**src/rtl/fp_sqrt_pkg.sv**
```systemverilog
package fp_sqrt_pkg;
  // class of an operand, decided on entry and carried beside the data
  typedef enum logic [1:0] {
    CLS_NORM = 2'd0,
    CLS_ZERO = 2'd1,
    CLS_INF  = 2'd2,
    CLS_NAN  = 2'd3
  } sq_class_t;
endpackage

```
**src/rtl/fp_sqrt_unpack.sv**
```systemverilog
module fp_sqrt_unpack
  import fp_sqrt_pkg::*;
#(
  parameter int WE = 8,
  parameter int WM = 23
) (
  input  logic                   clk,
  input  logic                   aclr,
  input  logic                   en,
  input  logic [WE+WM:0]         operand,
  output logic [2*(WM+2)-1:0]    rad_o,
  output logic [WE-1:0]          exp_o,
  output logic                   sign_o,
  output sq_class_t              cls_o
);
  localparam int RADW = 2 * (WM + 2);
  localparam logic [WE:0] BIAS_X = {2'b00, {(WE-1){1'b1}}};

  logic          sgn;
  logic [WE-1:0] ex;
  logic [WM-1:0] mn;
  logic [WE:0]   ex_sum;
  logic [RADW-1:0] mant_x;
  logic [RADW-1:0] rad_n;
  sq_class_t     cls_n;

  assign sgn = operand[WE+WM];
  assign ex  = operand[WE+WM-1:WM];
  assign mn  = operand[WM-1:0];

  always_comb begin
    if ((&ex) && (|mn))   cls_n = CLS_NAN;
    else if (~|ex)        cls_n = CLS_ZERO;
    else if (sgn)         cls_n = CLS_NAN;
    else if (&ex)         cls_n = CLS_INF;
    else                  cls_n = CLS_NORM;
  end

  // (E + bias) / 2 is the result exponent; its LSB says the true exponent is odd
  assign ex_sum = {1'b0, ex} + BIAS_X;
  assign mant_x = {{(RADW-WM-1){1'b0}}, 1'b1, mn};

  always_comb begin
    if (cls_n != CLS_NORM) rad_n = '0;
    else if (ex_sum[0])    rad_n = mant_x << (WM + 3);
    else                   rad_n = mant_x << (WM + 2);
  end

  always_ff @(posedge clk or posedge aclr) begin
    if (aclr) begin
      rad_o  <= '0;
      exp_o  <= '0;
      sign_o <= 1'b0;
      cls_o  <= CLS_NORM;
    end else if (en) begin
      rad_o  <= rad_n;
      exp_o  <= ex_sum[WE:1];
      sign_o <= sgn;
      cls_o  <= cls_n;
    end
  end
endmodule

```
**src/rtl/fp_sqrt_step.sv**
```systemverilog
module fp_sqrt_step
  import fp_sqrt_pkg::*;
#(
  parameter int WE = 8,
  parameter int N  = 25
) (
  input  logic              clk,
  input  logic              aclr,
  input  logic              en,
  input  logic [2*N-1:0]    rad_i,
  input  logic [N+1:0]      rem_i,
  input  logic [N-1:0]      root_i,
  input  logic [WE-1:0]     exp_i,
  input  logic              sign_i,
  input  sq_class_t         cls_i,
  output logic [2*N-1:0]    rad_o,
  output logic [N+1:0]      rem_o,
  output logic [N-1:0]      root_o,
  output logic [WE-1:0]     exp_o,
  output logic              sign_o,
  output sq_class_t         cls_o
);
  // one restoring digit of the integer square root per stage
  logic [N+3:0] rem_sh;
  logic [N+3:0] trial;
  logic [N+3:0] rem_n;
  logic         fits;

  assign rem_sh = {rem_i, rad_i[2*N-1:2*N-2]};
  assign trial  = {2'b00, root_i, 2'b01};
  assign fits   = (rem_sh >= trial);
  assign rem_n  = fits ? (rem_sh - trial) : rem_sh;

  always_ff @(posedge clk or posedge aclr) begin
    if (aclr) begin
      rad_o  <= '0;
      rem_o  <= '0;
      root_o <= '0;
      exp_o  <= '0;
      sign_o <= 1'b0;
      cls_o  <= CLS_NORM;
    end else if (en) begin
      rad_o  <= rad_i << 2;
      rem_o  <= rem_n[N+1:0];
      root_o <= {root_i[N-2:0], fits};
      exp_o  <= exp_i;
      sign_o <= sign_i;
      cls_o  <= cls_i;
    end
  end
endmodule

```
**src/rtl/fp_sqrt_pack.sv**
```systemverilog
module fp_sqrt_pack
  import fp_sqrt_pkg::*;
#(
  parameter int WE = 8,
  parameter int WM = 23
) (
  input  logic            clk,
  input  logic            aclr,
  input  logic            en,
  input  logic [WM+1:0]   root_i,
  input  logic [WM+3:0]   rem_i,
  input  logic [WE-1:0]   exp_i,
  input  logic            sign_i,
  input  sq_class_t       cls_i,
  output logic [WE+WM:0]  res_o,
  output logic            ovf_o,
  output logic            zero_o,
  output logic            nan_o
);
  logic            round_up;
  logic [WE+WM-1:0] body;
  logic [WE+WM:0]  res_n;

  // root_i: hidden one, WM fraction bits, one guard bit; rem_i non-zero is sticky
  assign round_up = root_i[0] & ((|rem_i) | root_i[1]);
  assign body     = {exp_i, root_i[WM:1]} + {{(WE+WM-1){1'b0}}, round_up};

  always_comb begin
    unique case (cls_i)
      CLS_ZERO: res_n = {sign_i, {(WE+WM){1'b0}}};
      CLS_INF:  res_n = {1'b0, {WE{1'b1}}, {WM{1'b0}}};
      CLS_NAN:  res_n = '1;
      default:  res_n = {1'b0, body};
    endcase
  end

  always_ff @(posedge clk or posedge aclr) begin
    if (aclr) begin
      res_o  <= '0;
      ovf_o  <= 1'b0;
      zero_o <= 1'b0;
      nan_o  <= 1'b0;
    end else if (en) begin
      res_o  <= res_n;
      ovf_o  <= (cls_i == CLS_INF);
      zero_o <= (cls_i == CLS_ZERO);
      nan_o  <= (cls_i == CLS_NAN);
    end
  end
endmodule

```
**src/rtl/fp_sqrt_pipe.sv**
```systemverilog
module fp_sqrt_pipe
  import fp_sqrt_pkg::*;
#(
  parameter int WIDTH_EXP = 8,
  parameter int WIDTH_MAN = 23,
  parameter bit HAS_FLAGS = 1'b1
) (
  input  logic                            clk,
  input  logic                            aclr,
  input  logic                            clk_en,
  input  logic [WIDTH_EXP+WIDTH_MAN:0]    operand,
  output logic [WIDTH_EXP+WIDTH_MAN:0]    root_out,
  output logic                            ovf_flag,
  output logic                            zero_flag,
  output logic                            nan_flag
);
  localparam int W    = 1 + WIDTH_EXP + WIDTH_MAN;
  localparam int N    = WIDTH_MAN + 2;   // root bits: hidden + fraction + guard
  localparam int RADW = 2 * N;

  logic [RADW-1:0]      rad_s  [0:N];
  logic [N+1:0]         rem_s  [0:N];
  logic [N-1:0]         root_s [0:N];
  logic [WIDTH_EXP-1:0] exp_s  [0:N];
  logic                 sign_s [0:N];
  sq_class_t            cls_s  [0:N];

  logic [W-1:0] res_p;
  logic         ovf_p, zero_p, nan_p;
  logic [W-1:0] res_q;
  logic         ovf_q, zero_q, nan_q;

  fp_sqrt_unpack #(.WE(WIDTH_EXP), .WM(WIDTH_MAN)) u_unpack (
    .clk    (clk),
    .aclr   (aclr),
    .en     (clk_en),
    .operand(operand),
    .rad_o  (rad_s[0]),
    .exp_o  (exp_s[0]),
    .sign_o (sign_s[0]),
    .cls_o  (cls_s[0])
  );

  assign rem_s[0]  = '0;
  assign root_s[0] = '0;

  for (genvar k = 0; k < N; k++) begin : g_step
    fp_sqrt_step #(.WE(WIDTH_EXP), .N(N)) u_step (
      .clk   (clk),
      .aclr  (aclr),
      .en    (clk_en),
      .rad_i (rad_s[k]),
      .rem_i (rem_s[k]),
      .root_i(root_s[k]),
      .exp_i (exp_s[k]),
      .sign_i(sign_s[k]),
      .cls_i (cls_s[k]),
      .rad_o (rad_s[k+1]),
      .rem_o (rem_s[k+1]),
      .root_o(root_s[k+1]),
      .exp_o (exp_s[k+1]),
      .sign_o(sign_s[k+1]),
      .cls_o (cls_s[k+1])
    );
  end

  fp_sqrt_pack #(.WE(WIDTH_EXP), .WM(WIDTH_MAN)) u_pack (
    .clk   (clk),
    .aclr  (aclr),
    .en    (clk_en),
    .root_i(root_s[N]),
    .rem_i (rem_s[N]),
    .exp_i (exp_s[N]),
    .sign_i(sign_s[N]),
    .cls_i (cls_s[N]),
    .res_o (res_p),
    .ovf_o (ovf_p),
    .zero_o(zero_p),
    .nan_o (nan_p)
  );

  always_ff @(posedge clk or posedge aclr) begin
    if (aclr) begin
      res_q  <= '0;
      ovf_q  <= 1'b0;
      zero_q <= 1'b0;
      nan_q  <= 1'b0;
    end else if (clk_en) begin
      res_q  <= res_p;
      ovf_q  <= ovf_p;
      zero_q <= zero_p;
      nan_q  <= nan_p;
    end
  end

  assign root_out = res_q;

  if (HAS_FLAGS) begin : g_flags
    assign ovf_flag  = ovf_q;
    assign zero_flag = zero_q;
    assign nan_flag  = nan_q;
  end else begin : g_no_flags
    assign ovf_flag  = 1'b0;
    assign zero_flag = 1'b0;
    assign nan_flag  = 1'b0;
  end
endmodule

```
**config.mk**
```make
export PLATFORM = sky130hd
export DESIGN_NAME = fp_sqrt_pipe
export DESIGN_NICKNAME = d
export VERILOG_FILES = /design/src/rtl/fp_sqrt_pkg.sv /design/src/rtl/fp_sqrt_unpack.sv /design/src/rtl/fp_sqrt_step.sv /design/src/rtl/fp_sqrt_pack.sv /design/src/rtl/fp_sqrt_pipe.sv
export SDC_FILE = /design/constraint.sdc
export NUM_CORES = 2
export LEC_CHECK = 0
export BUFFER_PORTS_ARGS = -buffer_cell sky130_fd_sc_hd__buf_2
export CORE_MARGIN = 2
export CORE_UTILIZATION = 38
export CTS_CLUSTER_SIZE = 40
export DETAILED_ROUTE_END_ITERATION = 6
export PLACE_DENSITY = 0.59
export SLEW_MARGIN = 0
export SYNTH_ARGS = -nofsm -noshare
export SYNTH_HDL_FRONTEND = slang
export SYNTH_HIERARCHICAL = 1
export SYNTH_SLANG_ARGS = --single-unit
```
**constraint.sdc**
```tcl
create_clock -name clk -period 3.4 [get_ports clk]
set_input_delay 0.51 -clock clk [delete_from_list [all_inputs] [get_ports clk]]
set_output_delay 0.51 -clock clk [all_outputs]
set_load 0.03 [all_outputs]
```
==> impl_summary.md <==
Outcome
The flow ran to the end, and the final reports show no timing, DRC or antenna violations.

Setup path
For this design, the slowest cell found on the critical path is a2111oi_4. The worst setup path is launched from a flop. The endpoint class of the critical path is a flop. Traced cell by cell, the critical path runs through ha_1 > a21o_1 > a21o_1 > a21o_1 > a21o_1 > a2111oi_4 > and2_4 > o21ai_0 > mux2_2. The top cell family by delay on the critical path is compound AO/OA/AOI/OAI gates.

STA puts the critical path data arrival time at 3970 ps. STA puts the critical path data required time at approximately 4000 ps. The critical path buffer and inverter count is 0.

In this run the register-to-register setup slack is 150 ps. The worst-path maximum fanout is 24. The critical path in this run is classified as reg -> reg.

The peak per-stage delay on the critical path is 550 ps. The most numerous cell type found on the critical path is a21o_1.

Timing
Setup violations remaining at the end of the flow were counted as 0. The final number of max-transition violations is 0. The slew of the pin with the lowest slew margin is 962.0 ps.

After layout, the minimum clock period comes to 3245 ps. Final hold analysis gives a worst-case slack of 112.9 ps. The summed negative setup slack over all endpoints is 0 ps. The worst relative slew slack is 0.3563.

Setup repair after global routing left no endpoint under its margin. Across all setup checks in the final design, the least slack found is 154.8 ps. Between clock sinks in the finished design, the worst skew comes to roughly 62 ps. Timing would allow up to 308.1 MHz. The post-route clock period utilization is 0.9545.

The number of failing hold endpoints at the final stage is 0.

Global routing
The met1 track utilization from global routing is 0.2907. The routing usage on met3 is 0.02046. In the global route stage, overall resource usage came out at 0.1999. The number of antenna violations at the first check in global routing is 13. The via count of the first global-routing pass is ~95000.

For this run, global-route usage on met2 was measured as 0.3150. The first global-routing pass estimated 564100 um of wire. The maximum number of pins on one net before global-route repair is about 130. The most crowded layer after global routing is met2. The total overflow reported by the global router is 0.

Synth
The synthesized area divided by synthesized cell count is 10.08 um^2. Yosys printed 6 warnings. Synthesis handed over a netlist of 13010 instances. The mapped netlist covers 0.1312 mm^2.

Floorplanning
70 I/O pins were placed. The die outline area is 0.3499 mm^2. The core region is 0.3433 mm^2.

Measured along the y axis, the die boundary spans 591.5 um. The floorplan step set the die width to just under 600 um. The total number of placement rows is approximately 220.

The starting density of the core is 0.3821.

Detailed routing
The number of vias after detailed routing is 97082. The detailed-route wire length is about 350000 um. After detailed routing, the number of vias per cell comes to 5.349. The routed wire length per instance is 19.54 um. The number of detailed-route iterations in the first pass is 6. The DRC marker count from the first detailed-route iteration is roughly 7300.

After detailed routing, the number of remaining DRC violations is 0. The detail route stage leaves a number of antenna-violating nets equal to 0.

CTS
Clock tree synthesis selected as its root buffer the cell clkbuf_16. The clock insertion delay at the later pin of the skew report is 910 ps. The number of sinks driven by the clock tree is 2280. The deepest clock path buffer count is 4.

The number of levels the H-tree was split into is 5. The clock transition at the registers of the reported paths is approximately 60 ps. The total clock buffers created by CTS is 268.

The number of gates given a new drive strength after cts is 0. TritonCTS built the clock tree.

Power
The standby leakage power is ~70 nW. The largest vdd supply drop is 0.0005221 V. The power per cell area is about 1200 mW/mm^2.

Cells and area
Leaving out filler cells and counting taps, the final layout contains 18151. The fraction of layout cells with a size suffix above 1 is 0.2048. The final cell utilization of the core is 0.4330. The net total in the final layout is 14102.

The area growth from synthesis to layout is 13.32%.

Placed design
The worst setup slack before clock tree synthesis is ~180 ps. The number of placed instances, taps included is 17636. The HPWL after detailed placement is ~270000 um.

Routability-driven placement finished with a final weighted congestion of between 0.9 and 1. Port buffering added a little under 70 buffers.

Hold path
The min-delay analysis places its worst path in the category in -> reg.

Flow run
The tool flagged a number of max-cap violations equal to 0.
stage by stage:
stage / area, um^2 / total power [mW]
final: 148600 / 174.0
after global routing: 148600 / 187.4
after CTS: 148600 / 174.0
after detailed placement: 139200 / 143.4
after global placement: 139200 / 142.8
after floorplan: 131600 / 117.3
cells in the final DEF, fill, tap and decap left out, types with 55 or more instances in the layout:
master,count
nand3_1,409
a31oi_1,577
dfrtp_1,2280
nand2_1,1169
inv_1,853
buf_12,72
o21a_1,75
a21o_1,425
and2_1,77
and3_1,159
nand3b_1,77
ha_1,679
o21bai_1,125
conb_1,126
buf_2,68
mux2_2,1532
nand2b_1,133
buf_4,454
o21ai_0,461
clkbuf_16,274
nor2_1,849
o211ai_1,152
mux2i_1,99
or3_1,75
a21oi_1,646
xor2_1,170
xnor2_1,411
nand4_1,91
mux2_4,55
and4_1,55
nor2b_1,102
power breakdown:
part,switching [mW],internal (mW)
combinational,51.6,42.3
clock,11.9,17.8
sequential,11.5,38.9
total,75.0,99.0
sequential cells by signal (all words and copies together) (netlist names):
| name | count |
|---|---|
| g_step.u_step/rem_o | 675 |
| g_step.u_step/root_o | 624 |
| g_step.u_step/rad_o | 600 |
| g_step.u_step/exp_o | 200 |
| g_step.u_step/cls_o | 50 |
| root_out | 32 |
| u_pack/res_o | 32 |
| g_step.u_step/sign_o | 25 |
| u_unpack/rad_o | 25 |
| u_unpack/exp_o | 8 |
| u_unpack/cls_o | 2 |
| nan_flag | 1 |
| ovf_flag | 1 |
| u_pack/nan_o | 1 |
| u_pack/ovf_o | 1 |
| u_pack/zero_o | 1 |
| u_unpack/sign_o | 1 |
| zero_flag | 1 |
per-layer routing:
| metal | up-vias | part of all wire | wire length [um] |
|---|---|---|---|
| met1 | 47921 | 0.48 | 171200 |
| met5 | - | 0 | 0 |
| met4 | 0 | 0.028 | 9870 |
| li1 | 46721 | - | - |
| met3 | 526 | 0.041 | 14390 |
| met2 | 1914 | 0.45 | 159100 |
area by class of cell:
cell class	count	area, um^2
fill	33193	194600
multi-input combinational	9327	67910
sequential	2280	57050
clock buffer	372	7685
tap	4557	5702
timing repair buffer	633	5580
inverter	878	3336
clock inverter	96	1359
antenna	8	20.02
worst min-delay path: stages:
cell and delay (ps):
buf_2 100, nand4_1 70, nor2_1 70, o21ai_0 100, a31oi_1 90
final timing paths:
| check | to | startpoint | depth (start not counted) |
|---|---|---|---|
| worst min-delay path | u_unpack/cls_o[0]$_DFFE_PP0P_ | operand[30] | 5 |
| max in group asynchronous | g_step[3].u_step/root_o[18]$_DFFE_PP0P_ | aclr | 5 |
| worst min register to register | g_step[11].u_step/rad_o[48]$_DFFE_PP0P_ | g_step[10].u_step/rad_o[46]$_DFFE_PP0P_ | 1 |
| worst max register to register | g_step[16].u_step/rem_o[7]$_DFFE_PP0P_ | g_step[15].u_step/rem_o[20]$_DFFE_PP0P_ | 9 |
| worst max-delay path | g_step[16].u_step/rem_o[7]$_DFFE_PP0P_ | g_step[15].u_step/rem_o[20]$_DFFE_PP0P_ | 9 |
| min in group asynchronous | g_step[23].u_step/exp_o[1]$_DFFE_PP0P_ | aclr | 3 |
what timing repair did:
| item | 4_1_cts | 5_1_grt |
|---|---|---|
| endpoints found under the setup margin | 0 | 1 |
| endpoints found under the hold margin | 304 | 0 |
| hold buffers | 39 | 0 |
| buffers inserted | 0 | 0 |
Note: power is estimated with default switching activity, not from simulation.
